<file path="config.mk">
export PLATFORM = sky130hd
export DESIGN_NAME = load_aligner
export DESIGN_NICKNAME = d
export VERILOG_FILES = /design/src/rtl/load_align_pkg.sv /design/src/rtl/load_rst_sync.sv /design/src/rtl/load_lane_select.sv /design/src/rtl/load_extend.sv /design/src/rtl/load_align_check.sv /design/src/rtl/load_out_reg.sv /design/src/rtl/load_aligner.sv
export SDC_FILE = /design/constraint.sdc
export NUM_CORES = 1
export LEC_CHECK = 0
export ABC_AREA = 0
export BUFFER_PORTS_ARGS = -buffer_cell sky130_fd_sc_hd__buf_4
export CORE_MARGIN = 4
export CORE_UTILIZATION = 45
export CTS_CLUSTER_SIZE = 20
export DETAILED_ROUTE_END_ITERATION = 8
export GPL_TIMING_DRIVEN = 0
export HOLD_SLACK_MARGIN = 0.12
export PLACE_DENSITY = 0.69
export SLEW_MARGIN = 20
export SYNTH_ARGS = -nofsm -noshare
export SYNTH_HDL_FRONTEND = slang
export SYNTH_HIERARCHICAL = 1
export SYNTH_SLANG_ARGS = --single-unit
export TNS_END_PERCENT = 1
</file>
<file path="constraint.sdc">
create_clock -name clk -period 2.2 [get_ports clk]
set_clock_uncertainty 0.2 [all_clocks]
set_input_delay 0.33 -clock clk [delete_from_list [all_inputs] [get_ports clk]]
set_output_delay 0.33 -clock clk [all_outputs]
set_load 0.05 [all_outputs]
</file>
<file path="src/rtl/load_align_pkg.sv">
package load_align_pkg;
  typedef enum logic [1:0] {
    SZ_BYTE = 2'b00,
    SZ_HALF = 2'b01,
    SZ_WORD = 2'b10,
    SZ_RSVD = 2'b11
  } acc_size_e;
endpackage

</file>
<file path="src/rtl/load_rst_sync.sv">
module load_rst_sync #(
  parameter int STAGES = 2
) (
  input  logic clk,
  input  logic arst_n,
  output logic rst_q
);
  logic [STAGES-1:0] chain_q;
  logic [STAGES-1:0] chain_d;

  always_comb begin
    chain_d = {chain_q[STAGES-2:0], 1'b1};
  end

  always_ff @(posedge clk or negedge arst_n) begin
    if (!arst_n) chain_q <= '0;
    else         chain_q <= chain_d;
  end

  assign rst_q = chain_q[STAGES-1];
endmodule

</file>
<file path="src/rtl/load_lane_select.sv">
module load_lane_select
  import load_align_pkg::*;
#(
  parameter int LANE_W = 8,
  parameter int LANES  = 4,
  localparam int DATA_W = LANE_W * LANES,
  localparam int OFS_W  = $clog2(LANES)
) (
  input  logic [DATA_W-1:0] word,
  input  acc_size_e         size,
  input  logic [OFS_W-1:0]  ofs,
  input  logic              big,
  output logic [DATA_W-1:0] sel
);
  logic [LANE_W-1:0] lane [LANES];
  logic [LANE_W-1:0] byte_q;
  logic [OFS_W-1:0]  half_base;
  logic [2*LANE_W-1:0] half_q;
  logic [DATA_W-1:0] word_q;

  for (genvar g = 0; g < LANES; g++) begin : g_lane
    assign lane[g] = word[g*LANE_W +: LANE_W];
  end

  assign byte_q    = lane[ofs];
  assign half_base = {ofs[OFS_W-1:1], 1'b0};

  // Result byte h of a halfword: lower address goes low in little-endian, high in big-endian
  for (genvar h = 0; h < 2; h++) begin : g_half
    localparam logic [OFS_W-1:0] LE_IDX = OFS_W'(h);
    localparam logic [OFS_W-1:0] BE_IDX = OFS_W'(1 - h);
    logic [OFS_W-1:0] idx;
    assign idx = big ? (half_base | BE_IDX) : (half_base | LE_IDX);
    assign half_q[h*LANE_W +: LANE_W] = lane[idx];
  end

  for (genvar w = 0; w < LANES; w++) begin : g_word
    assign word_q[w*LANE_W +: LANE_W] = big ? lane[LANES-1-w] : lane[w];
  end

  always_comb begin
    sel = '0;
    unique case (size)
      SZ_BYTE: sel[LANE_W-1:0]   = byte_q;
      SZ_HALF: sel[2*LANE_W-1:0] = half_q;
      default: sel               = word_q;
    endcase
  end
endmodule

</file>
<file path="src/rtl/load_extend.sv">
module load_extend
  import load_align_pkg::*;
#(
  parameter int LANE_W = 8,
  parameter int LANES  = 4,
  localparam int DATA_W = LANE_W * LANES
) (
  input  logic [DATA_W-1:0] sel,
  input  acc_size_e         size,
  input  logic              is_signed,
  output logic [DATA_W-1:0] ext
);
  logic fill_b;
  logic fill_h;

  assign fill_b = is_signed & sel[LANE_W-1];
  assign fill_h = is_signed & sel[2*LANE_W-1];

  always_comb begin
    unique case (size)
      SZ_BYTE: ext = {{(DATA_W-LANE_W){fill_b}}, sel[LANE_W-1:0]};
      SZ_HALF: ext = {{(DATA_W-2*LANE_W){fill_h}}, sel[2*LANE_W-1:0]};
      default: ext = sel;
    endcase
  end
endmodule

</file>
<file path="src/rtl/load_align_check.sv">
module load_align_check
  import load_align_pkg::*;
#(
  parameter int OFS_W = 2
) (
  input  acc_size_e        size,
  input  logic [OFS_W-1:0] ofs,
  output logic             misaligned
);
  always_comb begin
    unique case (size)
      SZ_BYTE: misaligned = 1'b0;
      SZ_HALF: misaligned = ofs[0];
      default: misaligned = |ofs;
    endcase
  end
endmodule

</file>
<file path="src/rtl/load_out_reg.sv">
module load_out_reg #(
  parameter int DATA_W = 32
) (
  input  logic              clk,
  input  logic              rst_n,
  input  logic              load_en,
  input  logic [DATA_W-1:0] d_data,
  input  logic              d_mis,
  input  logic              rsp_ready,
  output logic              q_valid,
  output logic [DATA_W-1:0] q_data,
  output logic              q_mis
);
  logic valid_d;

  always_comb begin
    if (load_en)        valid_d = 1'b1;
    else if (rsp_ready) valid_d = 1'b0;
    else                valid_d = q_valid;
  end

  always_ff @(posedge clk or negedge rst_n) begin
    if (!rst_n) q_valid <= 1'b0;
    else        q_valid <= valid_d;
  end

  always_ff @(posedge clk or negedge rst_n) begin
    if (!rst_n) begin
      q_data <= '0;
      q_mis  <= 1'b0;
    end else if (load_en) begin
      q_data <= d_data;
      q_mis  <= d_mis;
    end
  end

  assert_accept_latency_R10: assert property (@(posedge clk) disable iff (!rst_n)
    load_en |=> q_valid);

  assert_hold_while_stalled_R11: assert property (@(posedge clk) disable iff (!rst_n)
    (q_valid && !rsp_ready) |=> (q_valid && $stable(q_data) && $stable(q_mis)));
endmodule

</file>
<file path="src/rtl/load_aligner.sv">
module load_aligner
  import load_align_pkg::*;
#(
  parameter int LANE_W      = 8,
  parameter int LANES       = 4,
  parameter int SYNC_STAGES = 2,
  localparam int DATA_W = LANE_W * LANES,
  localparam int OFS_W  = $clog2(LANES)
) (
  input  logic              clk,
  input  logic              arst_n,
  input  logic              mode_big,
  input  logic              req_valid,
  output logic              req_ready,
  input  logic [DATA_W-1:0] req_word,
  input  logic [1:0]        req_size,
  input  logic              req_signed,
  input  logic [OFS_W-1:0]  req_ofs,
  output logic              rsp_valid,
  input  logic              rsp_ready,
  output logic [DATA_W-1:0] rsp_data,
  output logic              rsp_misaligned
);
  logic              rst_q;
  logic              accept;
  acc_size_e         size_e;
  logic [DATA_W-1:0] sel_w;
  logic [DATA_W-1:0] ext_w;
  logic              mis_w;

  assign size_e = acc_size_e'(req_size);

  load_rst_sync #(.STAGES(SYNC_STAGES)) u_rst (
    .clk(clk), .arst_n(arst_n), .rst_q(rst_q)
  );

  load_lane_select #(.LANE_W(LANE_W), .LANES(LANES)) u_sel (
    .word(req_word), .size(size_e), .ofs(req_ofs), .big(mode_big), .sel(sel_w)
  );

  load_extend #(.LANE_W(LANE_W), .LANES(LANES)) u_ext (
    .sel(sel_w), .size(size_e), .is_signed(req_signed), .ext(ext_w)
  );

  load_align_check #(.OFS_W(OFS_W)) u_chk (
    .size(size_e), .ofs(req_ofs), .misaligned(mis_w)
  );

  assign req_ready = rst_q & (~rsp_valid | rsp_ready);
  assign accept    = req_valid & req_ready;

  load_out_reg #(.DATA_W(DATA_W)) u_out (
    .clk(clk), .rst_n(rst_q), .load_en(accept),
    .d_data(ext_w), .d_mis(mis_w), .rsp_ready(rsp_ready),
    .q_valid(rsp_valid), .q_data(rsp_data), .q_mis(rsp_misaligned)
  );

  // Reference view of the addressed lane, for the checks below
  logic [DATA_W-1:0] req_shifted;
  assign req_shifted = req_word >> (LANE_W * int'(req_ofs));

  assert_byte_lane_R2: assert property (@(posedge clk) disable iff (!rst_q)
    (accept && size_e == SZ_BYTE) |=> rsp_data[LANE_W-1:0] == $past(req_shifted[LANE_W-1:0]));

  assert_sign_fill_R6: assert property (@(posedge clk) disable iff (!rst_q)
    (accept && size_e == SZ_BYTE && req_signed)
      |=> rsp_data[DATA_W-1:LANE_W] == {(DATA_W-LANE_W){rsp_data[LANE_W-1]}});

  assert_zero_fill_R7: assert property (@(posedge clk) disable iff (!rst_q)
    (accept && size_e == SZ_BYTE && !req_signed) |=> rsp_data[DATA_W-1:LANE_W] == '0);

  assert_misalign_flag_R8: assert property (@(posedge clk) disable iff (!rst_q)
    accept |=> rsp_misaligned ==
      (($past(size_e) == SZ_HALF && $past(req_ofs[0])) ||
       ($past(size_e) != SZ_BYTE && $past(size_e) != SZ_HALF && $past(req_ofs) != '0)));
endmodule

</file>
### Yosys cells after proc, flatten, opt, wreduce, memory -nomap -nowiden

Index checks and enable logic that the tools add are counted.

| word-level totals | value |
|---|---|
| register bits | 36 |
| bits of input ports | 42 |
| logic and storage cells | 41 |

| cells by class | value |
|---|---|
| magnitude comparators | 3 |
| equality and inequality tests | 1 |
| mux-type cells | 21 |
| bitwise gates (word level) | 9 |
| reductions and logical operators | 3 |

Operator list:

| kind | count |
|---|---|
| $mux 8 | 10 |
| $pmux 32 s2 | 1 |
| $bmux 8 s2 | 3 |
| $pmux 8 s2 | 2 |
| $ge 3x3->1 const B | 3 |
| $not 2->3 | 3 |
| $and 1x1->1 | 4 |
| $mux 1 | 4 |
| $eq 2x1->1 const B | 1 |
| $logic_not 2->1 | 1 |
| $pmux 1 s2 | 1 |
| $reduce_bool 2->1 | 1 |
| $reduce_or 2->1 | 1 |
| $not 1->1 | 1 |
| $or 1x1->1 | 1 |

### Depth between registers and ports, before layout

Gate-level depths: netlist (run 1).

| depth | value |
|---|---|
| depth after elaboration | 8 |
| depth in mapped cells | 9 |
| depth with buffers taken out | 6 |

### Cells and area by module

The synthesis (run 1) kept the hierarchy.

Modules (own cells, without submodules):

| module | instances | cells each | area an instance (um2) |
|---|---|---|---|
| load_out_reg | 1 | 73 | 1413.9 |
| load_lane_select | 1 | 145 | 1278.7 |
| load_extend | 1 | 66 | 385.4 |
| load_rst_sync | 1 | 3 | 53.8 |
| load_aligner | 1 | 3 | 18.8 |
| load_align_check | 1 | 3 | 12.5 |

### Least setup slack after synthesis (run 1)

Ideal clock, no wire load.

| timing | value |
|---|---|
| path kind | in2reg |
| start | input port req_ofs[0] |
| end | register u_out.q_data[21] |
| setup time | 0.125 ns |
| arrival | 1.989 ns |
| slack | -0.114 ns |
| stages on the path | 9 |
| path buffers | 3 |
| path through | buf_6 buf_12 mux2_2 a222oi_1 o21ai_1 mux2i_4 buf_6 o21ai_1 mux2_4 |

| on the way | value |
|---|---|
| word-level cells in the longest chain between the ends | 7 |

Ends and longest elaborated chain:

| item | RTL line | source |
|---|---|---|
| start, declared | load_aligner.sv:18 | `input logic [OFS_W-1:0] req_ofs,` |
| $not 2->3 (not written as such) | load_lane_select.sv:25 | `assign byte_q = lane[ofs];` |
| $bmux 8 s2 | load_lane_select.sv:25 |  |
| $mux 8 (not written as such) (2 in a row) | load_lane_select.sv:25 |  |
| $pmux 8 s2 | load_lane_select.sv:43 | `unique case (size)` |
| via sel_w[7] | load_aligner.sv:27 | `logic [DATA_W-1:0] sel_w;` |
| $and 1x1->1 | load_extend.sv:16 | `assign fill_b = is_signed & sel[LANE_W-1];` |
| $pmux 32 s2 | load_extend.sv:20 | `unique case (size)` |
| via ext_w[21] | load_aligner.sv:28 | `logic [DATA_W-1:0] ext_w;` |
| end signal, assigned | load_out_reg.sv:32 | `q_data <= d_data;` |
| end, declared | load_out_reg.sv:11 | `output logic [DATA_W-1:0] q_data,` |

The timed path passes the listed nets, and every way through them passes these cells. The select of a mux whose other input is x is not followed.
A chain may end at the register's enable or synchronous reset.

### Worst setup path after layout (run 1)

| timing | value |
|---|---|
| start | input port req_ofs[1] |
| end | register u_out.q_data[24] |

| on the way | value |
|---|---|
| word-level cells in the longest chain between the ends | 7 |

Ends and longest elaborated chain:

| item | RTL line |
|---|---|
| $not 2->3 (on tied branches) | load_lane_select.sv:34, load_lane_select.sv:25 |
| $bmux 8 s2 (on tied branches) | load_lane_select.sv:34, load_lane_select.sv:25 |
| $mux 8 (on tied branches) (2 in a row) | load_lane_select.sv:34, load_lane_select.sv:25 |
| $pmux 8 s2 * | load_lane_select.sv:43 |
| via sel_w[7] | load_aligner.sv:27 |
| $and 1x1->1 * | load_extend.sv:16 |
| $pmux 32 s2 * | load_extend.sv:20 |
| via ext_w[24] | load_aligner.sv:28 |

Mark *: on every way through the listed nets, which the timed path passes. The rest lies on a longest branch. The select of a mux whose other input is x is not followed.

==> results.json, run 1 <==
{
  "status": "finished, final reports clean",
  "globalplace.congestion": 0.843,
  "hpwl_mm": 6.01,
  "maxSlewViolCount": 0,
  "setup_viol": 0,
  "antenna_found_initial": 0,
  "arrival_ns": 2.15,
  "cts_tree": "built",
  "clk_pin_slew_ns": 0.07,
  "slowest_delay_ns": 0.35,
  "die_y_um": 91.8,
  "routedWlPerCell_um": 16.9,
  "peakVddDrop_mv": 0.385,
  "final_cells": 476,
  "routed.top_layer": "met4",
  "start_util_pct": 46.6,
  "grt_max_degree": 37,
  "ys.flop_type": "dfrtp_1",
  "fin_nets": 421,
  "first_iter_violations": 180,
  "min_period_ns": 2.18,
  "yosysSeqAreaShare_pct": 28.5,
  "dieArea_um2": 8430,
  "worst_setup_path_start_kind": "primary input",
  "wl_met2_mm": 3.72,
  "synth_seq_cells": 36,
  "netlist_area_um2": 3160,
  "place_inst": 464,
  "syn-num-nets": 335,
  "grt_pass1_vias": 2603,
  "worstReg2RegEnd": "u_out/q_data[5]",
  "ys_async_sr_fraction_pct": 100,
  "crit_chain": "buf_4 > buf_8 > mux2_2 > mux2i_1 > o21ai_2 > mux2i_4 > buf_6 > o21ai_1 > mux2_4",
  "place_area_um2": 3850,
  "diodes": 0,
  "io_pins": 77,
  "finalCritPeriodShare_pct": 99.2,
  "avgSynthCellArea_um2": 10.8,
  "synth_area_leaders": "dfrtp_1, mux2_2, mux2_4, mux2i_1, nand2_1",
  "dr_wl_met3_um": 477,
  "synth_commonest_cells": "mux2_2, dfrtp_1, mux2i_1, nand2_1, mux2_4",
  "grt_setup_unrepaired": "yes",
  "synth_area_leader_cell": "dfrtp_1",
  "viasPerCell": 5.29,
  "cts.path.max_buffers": 2,
  "final_layout_size_suffix_gt1_share_pct": 53.9,
  "end_kind": "flop",
  "die_x_um": 91.8,
  "drc": 0,
  "yosysUniqueCellTypes": 29,
  "hold_viol": 0,
  "coreArea_um2": 6790,
  "cts_sinks": 36,
  "area_growth_syn_to_layout_pct": 27.4,
  "place_ws_ns": -0.483,
  "r2r_start": "u_rst/chain_q[1]",
  "design_area_um2": 4030,
  "clkLatencyLatePin_ns": 0.29,
  "timing.fmax_ghz": 0.458,
  "setup_ws_ns": 0.0177,
  "hp-class": "reg2async",
  "setup-tns-final_ns": 0,
  "slew_headroom_pct": 64.7,
  "p_per_area_nw_per_um2": 669,
  "rows": 30,
  "clockRootBuffer": "clkbuf_8",
  "num_vias": 2517,
  "crit_fanout": 10,
  "grt_use_total_pct": 19.6,
  "worst_pin_slew_ns": 0.529,
  "cts.htree.levels": 2,
  "power.leakage_nw": 1.94,
  "gr-total-overflow": 0,
  "worstPathRequired_ns": 2.17,
  "wl_met1_mm": 3.67,
  "cp_slowest_cell": "mux2_2",
  "hold_slack_ns": 0.0820,
  "r2r_setup_slack_ns": 0.29,
  "syn_inst": 293,
  "yosysWarningCount": 6,
  "drv_cap": 0,
  "synth_most_common_cell": "mux2_2",
  "port_buffers": 75,
  "cts_buffers": 5,
  "grt_pass1_wl_mm": 13.1,
  "wl_mm": 8.02,
  "reg2reg_depth": 4,
  "path_class": "in2reg",
  "drtAntennaViolNets": 0,
  "synth-edff-count": 0,
  "netlist.area_leader.share_pct": 28.5,
  "dr.pass1.iters": 4
}
-- critical path: cells and delay by family --
family	cells	cell delay, ns
mux	4	1.11
compound gates	2	0.17
buf+inv	3	0.52
-- cell type report --
type	count	area (um2)
Clock buffer	7	76.3
Tap cell	96	120
Clock inverter	1	5.00
Multi-Input combinational cell	223	2010
Sequential cell	36	905
Inverter	1	3.75
Buffer	31	274
Timing Repair Buffer	81	633
Fill cell	619	2760
-- report_power, final --
group / switching [mW] / internal [mW] / total, mW
sequential: 0.0839 / 0.789 / 0.873
combinational: 0.784 / 0.593 / 1.38
clock: 0.227 / 0.222 / 0.449
-- worst max-delay path by stage --
| stage | start | to | depth (start not counted) |
|---|---|---|---|
| final | req_ofs[1] | u_out/q_data[24] | 9 |
| after detailed placement | req_size[1] | u_out/q_data[23] | 9 |
| after global routing | req_size[1] | u_out/q_data[23] | 9 |
| after CTS | req_size[1] | u_out/q_data[26] | 9 |
| after global placement | req_size[1] | u_out/q_data[29] | 9 |
| after floorplan | req_ofs[0] | u_out/q_data[21] | 9 |
-- stage by stage --
step / power (mW) / util, %
CTS: 2.72 / 58.7
finish: 2.70 / 59.3
floorplan: 1.84 / -
global placement: 2.22 / 56.6
detailed placement: 2.23 / 56.6
global route: 2.85 / 59.3
-- cells in the final DEF, fill, tap and decap left out, drive strengths merged --
| cell | count |
|---|---|
| buf | 104 |
| inv | 1 |
| nand2 | 32 |
| conb | 1 |
| o21ai | 40 |
| nor3b | 1 |
| nor2 | 2 |
| clkinv | 1 |
| a222oi | 8 |
| nor3 | 1 |
| mux2 | 81 |
| clkbuf | 13 |
| nor2b | 16 |
| dlygate4sd3 | 2 |
| and2 | 1 |
| a21oi | 1 |
| dfrtp | 36 |
| a21o | 1 |
| nand2b | 3 |
| and3 | 1 |
| mux2i | 33 |
| nand4bb | 1 |
-- kinds of logic (layout without fill, tap and decap cells) --
kind of cell / count (synthesis) / in the layout / share of synthesized area (%)
AOI/OAI and AO/OA: 50 / 50 / 9.73
buffers and inverters: 34 / 121 / 8.82
DFF: 36 / 36 / 28.5
muxes: 114 / 114 / 43.4
other: 1 / 1 / 0.119
and+or+nand+nor: 58 / 58 / 9.49
-- routing by layer --
layer  vias up  track usage [%]
li1       1220                -
met1      1193             26.3
met2        89             31.6
met3        15             3.77
met4         0             6.68
met5         -                0
-- registers in the layout, summed over array words and instances (netlist names) --
register,flops
u_out/q_valid,1
u_rst/chain_q,2
u_out/q_data,32
u_out/q_mis,1
-- repair_timing --
item | in CTS | in global routing
hold buffers | 2 | 0
setup endpoints to repair | 21 | 33
hold endpoints to repair | 3 | 0
gates cloned | 1 | 0
buffers inserted | 3 | 0
gates resized for setup | 10 | 16
pin swaps | 0 | 1
No activity file was read; power rests on OpenSTA's default activity.
==> run 2: changes to the inputs <==
--- a/config.mk
+++ b/config.mk
@@ -8,12 +8,12 @@
 export ABC_AREA = 0
 export BUFFER_PORTS_ARGS = -buffer_cell sky130_fd_sc_hd__buf_4
 export CORE_MARGIN = 4
-export CORE_UTILIZATION = 45
+export CORE_UTILIZATION = 55
 export CTS_CLUSTER_SIZE = 20
 export DETAILED_ROUTE_END_ITERATION = 8
 export GPL_TIMING_DRIVEN = 0
 export HOLD_SLACK_MARGIN = 0.12
-export PLACE_DENSITY = 0.69
+export PLACE_DENSITY = 0.82
 export SLEW_MARGIN = 20
 export SYNTH_ARGS = -nofsm -noshare
 export SYNTH_HDL_FRONTEND = slang
==> run 2 against run 1 <==
  * Power is 1.1% higher
  * Sequential power is essentially flat
  * Setup slack better by 0.030 ns
  * Clock power rose by 4.5%
  * Final area down 0.59%
  * Worst hold slack better by 0.0022 ns
  * Critical path depth did not move
  * Critical path type unchanged
  * Register-to-register slack is essentially flat
  * Count of clock-buffer cells in the layout is 2 lower
  * Non-clock buffer count grew 1
  * Critical endpoint is now u_out/q_data[17]
  * Via count increased by 1.6%
==> results.json, run 2 (synthesis results as in run 1) <==
{
  "status": "finished, final reports clean",
  "clockRootBuffer": "clkbuf_8",
  "arrival_ns": 2.13,
  "num_vias": 2557,
  "grt_max_degree": 37,
  "routedWlPerCell_um": 17.7,
  "setup_viol": 0,
  "worst_pin_slew_ns": 0.510,
  "dieArea_um2": 7030,
  "drc": 0,
  "met2_usage_pct": 38.3,
  "grt_setup_unrepaired": "yes",
  "hp-class": "reg2async",
  "timing.fmax_ghz": 0.465,
  "final_layout_size_suffix_gt1_share_pct": 54.3,
  "r2r_setup_slack_ns": 0.28,
  "min_period_ns": 2.15,
  "die_x_um": 83.8,
  "total_power_mw": 2.73,
  "grt_pass1_vias": 2614,
  "cts_tree": "built",
  "clk_pin_slew_ns": 0.07,
  "final_cell_mix": "buf_4, mux2_2, dfrtp_1, nand2_1, mux2i_1",
  "cts.htree.levels": 2,
  "finalCritPeriodShare_pct": 97.8,
  "grt-busiest-layer": "met2",
  "largest_register": "u_out/q_data",
  "maxSlewViolCount": 0,
  "cts.path.max_buffers": 2,
  "place_area_um2": 3820,
  "gr-total-overflow": 0,
  "worst_setup_path_start_kind": "primary input",
  "end_kind": "flop",
  "die_y_um": 83.8,
  "drv_cap": 0,
  "peakVddDrop_mv": 0.557,
  "path_class": "in2reg",
  "wl_mm": 8.03,
  "worstPathRequired_ns": 2.18,
  "fin_nets": 422,
  "largest_reg_flops": 32,
  "reg_top3": "u_out/q_data x32, u_rst/chain_q x2",
  "hold_viol": 0,
  "clkLatencyLatePin_ns": 0.29,
  "design_area_um2": 4010,
  "fillCellCount": 438,
  "hpwl_mm": 6.01,
  "reg2reg_depth": 4,
  "grt_pass1_wl_mm": 13.3,
  "power.leakage_nw": 1.94,
  "final_common_cell": "buf_4",
  "viasPerCell": 5.64,
  "crit_fanout": 10,
  "cts_sinks": 36,
  "area_growth_syn_to_layout_pct": 26.7,
  "port_buffers": 75,
  "dr.pass1.iters": 5,
  "coreArea_um2": 5540,
  "p_per_area_nw_per_um2": 681,
  "grtUsageMet3_pct": 5.73,
  "first_iter_violations": 219,
  "io_pins": 77,
  "diodes": 0,
  "start_util_pct": 57.1,
  "grt_use_total_pct": 23.5,
  "globalplace.congestion": 0.850,
  "slew_headroom_pct": 66.0,
  "rows": 27,
  "drtAntennaViolNets": 0,
  "gr-usage-met1_pct": 30.9,
  "antenna_found_initial": 0,
  "cts_buffers": 5
}
==> run 2: what timing repair did <==
action,4_1_cts,5_1_grt
cloned,1,0
endpoints found under the hold margin,3,0
setup endpoints to repair,21,33
resized for setup,14,7
setup buffers,4,0
hold buffers,2,0
==> run 2: per-stage QoR <==
stage          cells  utilization [%]  setup WS (ns)  TNS, ns  hold WS (ns)
2_1_floorplan    293                -         -0.114    -2.04        -0.166
3_3_place_gp     440             68.9         -0.455   -12.99       -0.0869
3_5_place_dp     440             68.9         -0.511    -9.89       -0.0856
4_1_cts          453             72.0         0.0151        0         0.143
5_1_grt          453             72.3        -0.0426   -0.390         0.139
6_report         453             72.3         0.0480        0        0.0842
==> run 2: worst paths after layout <==
kind                                  startpoint                to
worst min register to register  u_rst/chain_q[1]  u_out/q_data[31]
max in group asynchronous       u_rst/chain_q[1]   u_out/q_data[6]
worst min-delay path            u_rst/chain_q[1]  u_out/q_data[31]
worst max-delay path                  req_ofs[1]  u_out/q_data[17]
min in group clk                u_rst/chain_q[0]  u_rst/chain_q[1]
worst max register to register  u_rst/chain_q[1]   u_out/q_data[8]
==> run 2: critical path, cell delays in order <==
cell	delay (ns)
buf_4	0.19
buf_8	0.17
mux2_2	0.35
mux2i_1	0.18
o21ai_2	0.11
mux2i_4	0.30
buf_6	0.15
o21ai_0	0.08
mux2_4	0.27
==> run 2: final cells by class <==
| class | count | area (um2) | share of cell area [%] |
|---|---|---|---|
| buffer | 31 | 274 | 6.84 |
| clock buffer | 5 | 68.8 | 1.72 |
| multi-input combinational | 223 | 2000 | 50.0 |
| timing repair buffer | 82 | 644 | 16.1 |
| clock inverter | 3 | 18.8 | 0.468 |
| tap | 72 | 90.1 | 2.25 |
| inverter | 1 | 3.75 | 0.0937 |
| sequential | 36 | 905 | 22.6 |
==> run 2: power breakdown <==
group / internal [mW] / leakage, nW / total, mW / switching [mW]
logic: 0.594 / 1.44 / 1.38 / 0.791
registers: 0.788 / 0.455 / 0.875 / 0.0870
clock network: 0.221 / 0.0479 / 0.469 / 0.248
total: 1.60 / 1.94 / 2.73 / 1.13
==> run 2: metal layers <==
metal / share of wire (%) / up-vias
li1: - / 1227
met1: 43 / 1199
met2: 47 / 109
met3: 7.6 / 22
met4: 2.7 / 0
met5: 0 / -
==> run 3: changes to the inputs <==
--- a/config.mk
+++ b/config.mk
@@ -14,6 +14,7 @@
 export GPL_TIMING_DRIVEN = 0
 export HOLD_SLACK_MARGIN = 0.12
 export PLACE_DENSITY = 0.82
+export RECOVER_POWER = 50
 export SLEW_MARGIN = 20
 export SYNTH_ARGS = -nofsm -noshare
 export SYNTH_HDL_FRONTEND = slang
==> run 3 against run 2 <==
  * Largest power group unchanged
  * Combinational power is essentially flat
  * Critical path type unchanged
  * Register-to-register slack is essentially flat
  * Count of clock-buffer cells in the layout is the same
  * Highest routed layer unchanged
  * Final cell count is the same
==> results.json, run 3 (synthesis results as in run 1) <==
{
  "worstReg2RegEnd": "u_out/q_data[8]",
  "viasPerCell": 5.62,
  "maxSlewViolCount": 0,
  "hold_slack_ns": 0.0845,
  "worst_pin_slew_ns": 0.609,
  "cts_buffers": 5,
  "cts.path.max_buffers": 2,
  "place_inst": 440,
  "total_power_mw": 2.70,
  "hold_viol": 0,
  "reg_top3": "u_out/q_data x32, u_rst/chain_q x2",
  "worst_setup_path_start_kind": "primary input",
  "die_x_um": 83.8,
  "dr.pass1.iters": 6,
  "area_growth_syn_to_layout_pct": 25.6,
  "grt_pass1_vias": 2614,
  "coreArea_um2": 5540,
  "cts_sinks": 36,
  "slew_headroom_pct": 59.6,
  "multi_input_area_um2": 2000,
  "first_iter_violations": 197,
  "clkLatencyLatePin_ns": 0.29,
  "fin_nets": 422,
  "num_vias": 2548,
  "peakVddDrop_mv": 0.558,
  "fillCellCount": 440,
  "place_ws_ns": -0.511,
  "drv_cap": 0,
  "clk_pin_slew_ns": 0.07,
  "antenna_found_initial": 0,
  "status": "finished, final reports clean",
  "final_layout_size_suffix_gt1_share_pct": 52.0,
  "p_per_area_nw_per_um2": 681,
  "diodes": 0,
  "start_util_pct": 57.1,
  "routedWlPerCell_um": 17.7,
  "final_cell_mix": "buf_4, mux2_2, dfrtp_1, nand2_1, mux2i_1",
  "timing.fmax_ghz": 0.464,
  "r2r_setup_slack_ns": 0.28,
  "cts.htree.levels": 2,
  "cts_tree": "built",
  "arrival_ns": 2.13,
  "hpwl_mm": 6.01,
  "worstPathRequired_ns": 2.18,
  "reg2reg_depth": 4,
  "critPathLaunch": "req_ofs[1]",
  "io_pins": 77,
  "setup_ws_ns": 0.0457,
  "grt_setup_unrepaired": "yes",
  "largest_reg_flops": 32,
  "crit_fanout": 10,
  "power.leakage_nw": 1.91,
  "dieArea_um2": 7030,
  "die_y_um": 83.8,
  "drtAntennaViolNets": 0,
  "port_buffers": 75,
  "end_kind": "flop",
  "final_common_cell": "buf_4",
  "grt_max_degree": 37,
  "globalplace.congestion": 0.850,
  "min_period_ns": 2.15,
  "clockRootBuffer": "clkbuf_8",
  "setup-tns-final_ns": 0,
  "gr-total-overflow": 0,
  "grt_pass1_wl_mm": 13.3,
  "grt_use_total_pct": 23.5,
  "ff_latch_area_um2": 905,
  "r2r_start": "u_rst/chain_q[1]",
  "drc": 0,
  "rows": 27,
  "setup_viol": 0,
  "finalCritPeriodShare_pct": 97.9,
  "final_cells": 453,
  "largest_register": "u_out/q_data",
  "path_class": "in2reg",
  "wl_mm": 8.03,
  "hp-class": "reg2async"
}
-- run 3: worst max-delay path, cell delays in order --
cell and delay (ns):
buf_4 0.19, buf_8 0.17, mux2_2 0.35, mux2i_1 0.18
o21ai_2 0.11, mux2i_4 0.30, buf_6 0.15, o21ai_0 0.08
mux2_4 0.27
-- run 3: worst max path at each step --
| stage | cells after the start | to | slack (ns) |
|---|---|---|---|
| after floorplan | 9 | u_out/q_data[21] | -0.11 |
| after global placement | 9 | u_out/q_data[28] | -0.46 |
| after detailed placement | 9 | u_out/q_data[28] | -0.51 |
| after CTS | 9 | u_out/q_data[17] | 0.02 |
| after global routing | 9 | u_out/q_data[17] | -0.04 |
| final | 9 | u_out/q_data[17] | 0.05 |
-- run 3: power breakdown --
| group | total, mW | switching (mW) | internal [mW] |
|---|---|---|---|
| Combinational | 1.36 | 0.791 | 0.569 |
| Clock | 0.470 | 0.250 | 0.221 |
| Sequential | 0.875 | 0.0864 | 0.788 |
-- run 3: stage by stage --
stage / instance area [um2] / utilization, %
after global routing: 3970 / 71.7
final: 3970 / 71.7
after global placement: 3820 / 68.9
after CTS: 3990 / 72.0
after detailed placement: 3820 / 68.9
after floorplan: 3160 / -
-- run 3: cell type report --
class                      instances  area share [%]
tap                               72            2.27
timing repair buffer              82            15.4
sequential                        36            22.8
multi-input combinational        223            50.4
clock buffer                       5            1.73
inverter                           1          0.0945
clock inverter                     3           0.472
buffer                            31            6.90
-- run 3: timing repair --
action | CTS | global route
gates cloned | 1 | 0
endpoints found under the hold margin | 3 | 0
buffers inserted | 4 | 0
endpoints found under the setup margin | 21 | 33
resized for setup | 14 | 7
hold buffers | 2 | 0
pin swaps | 0 | 0
-- run 3: routing by layer --
metal	global-route usage (%)	share of wire (%)
met1	30.9	44
met2	38.3	47
met3	5.73	7.3
met4	7.02	2.3
met5	0	0
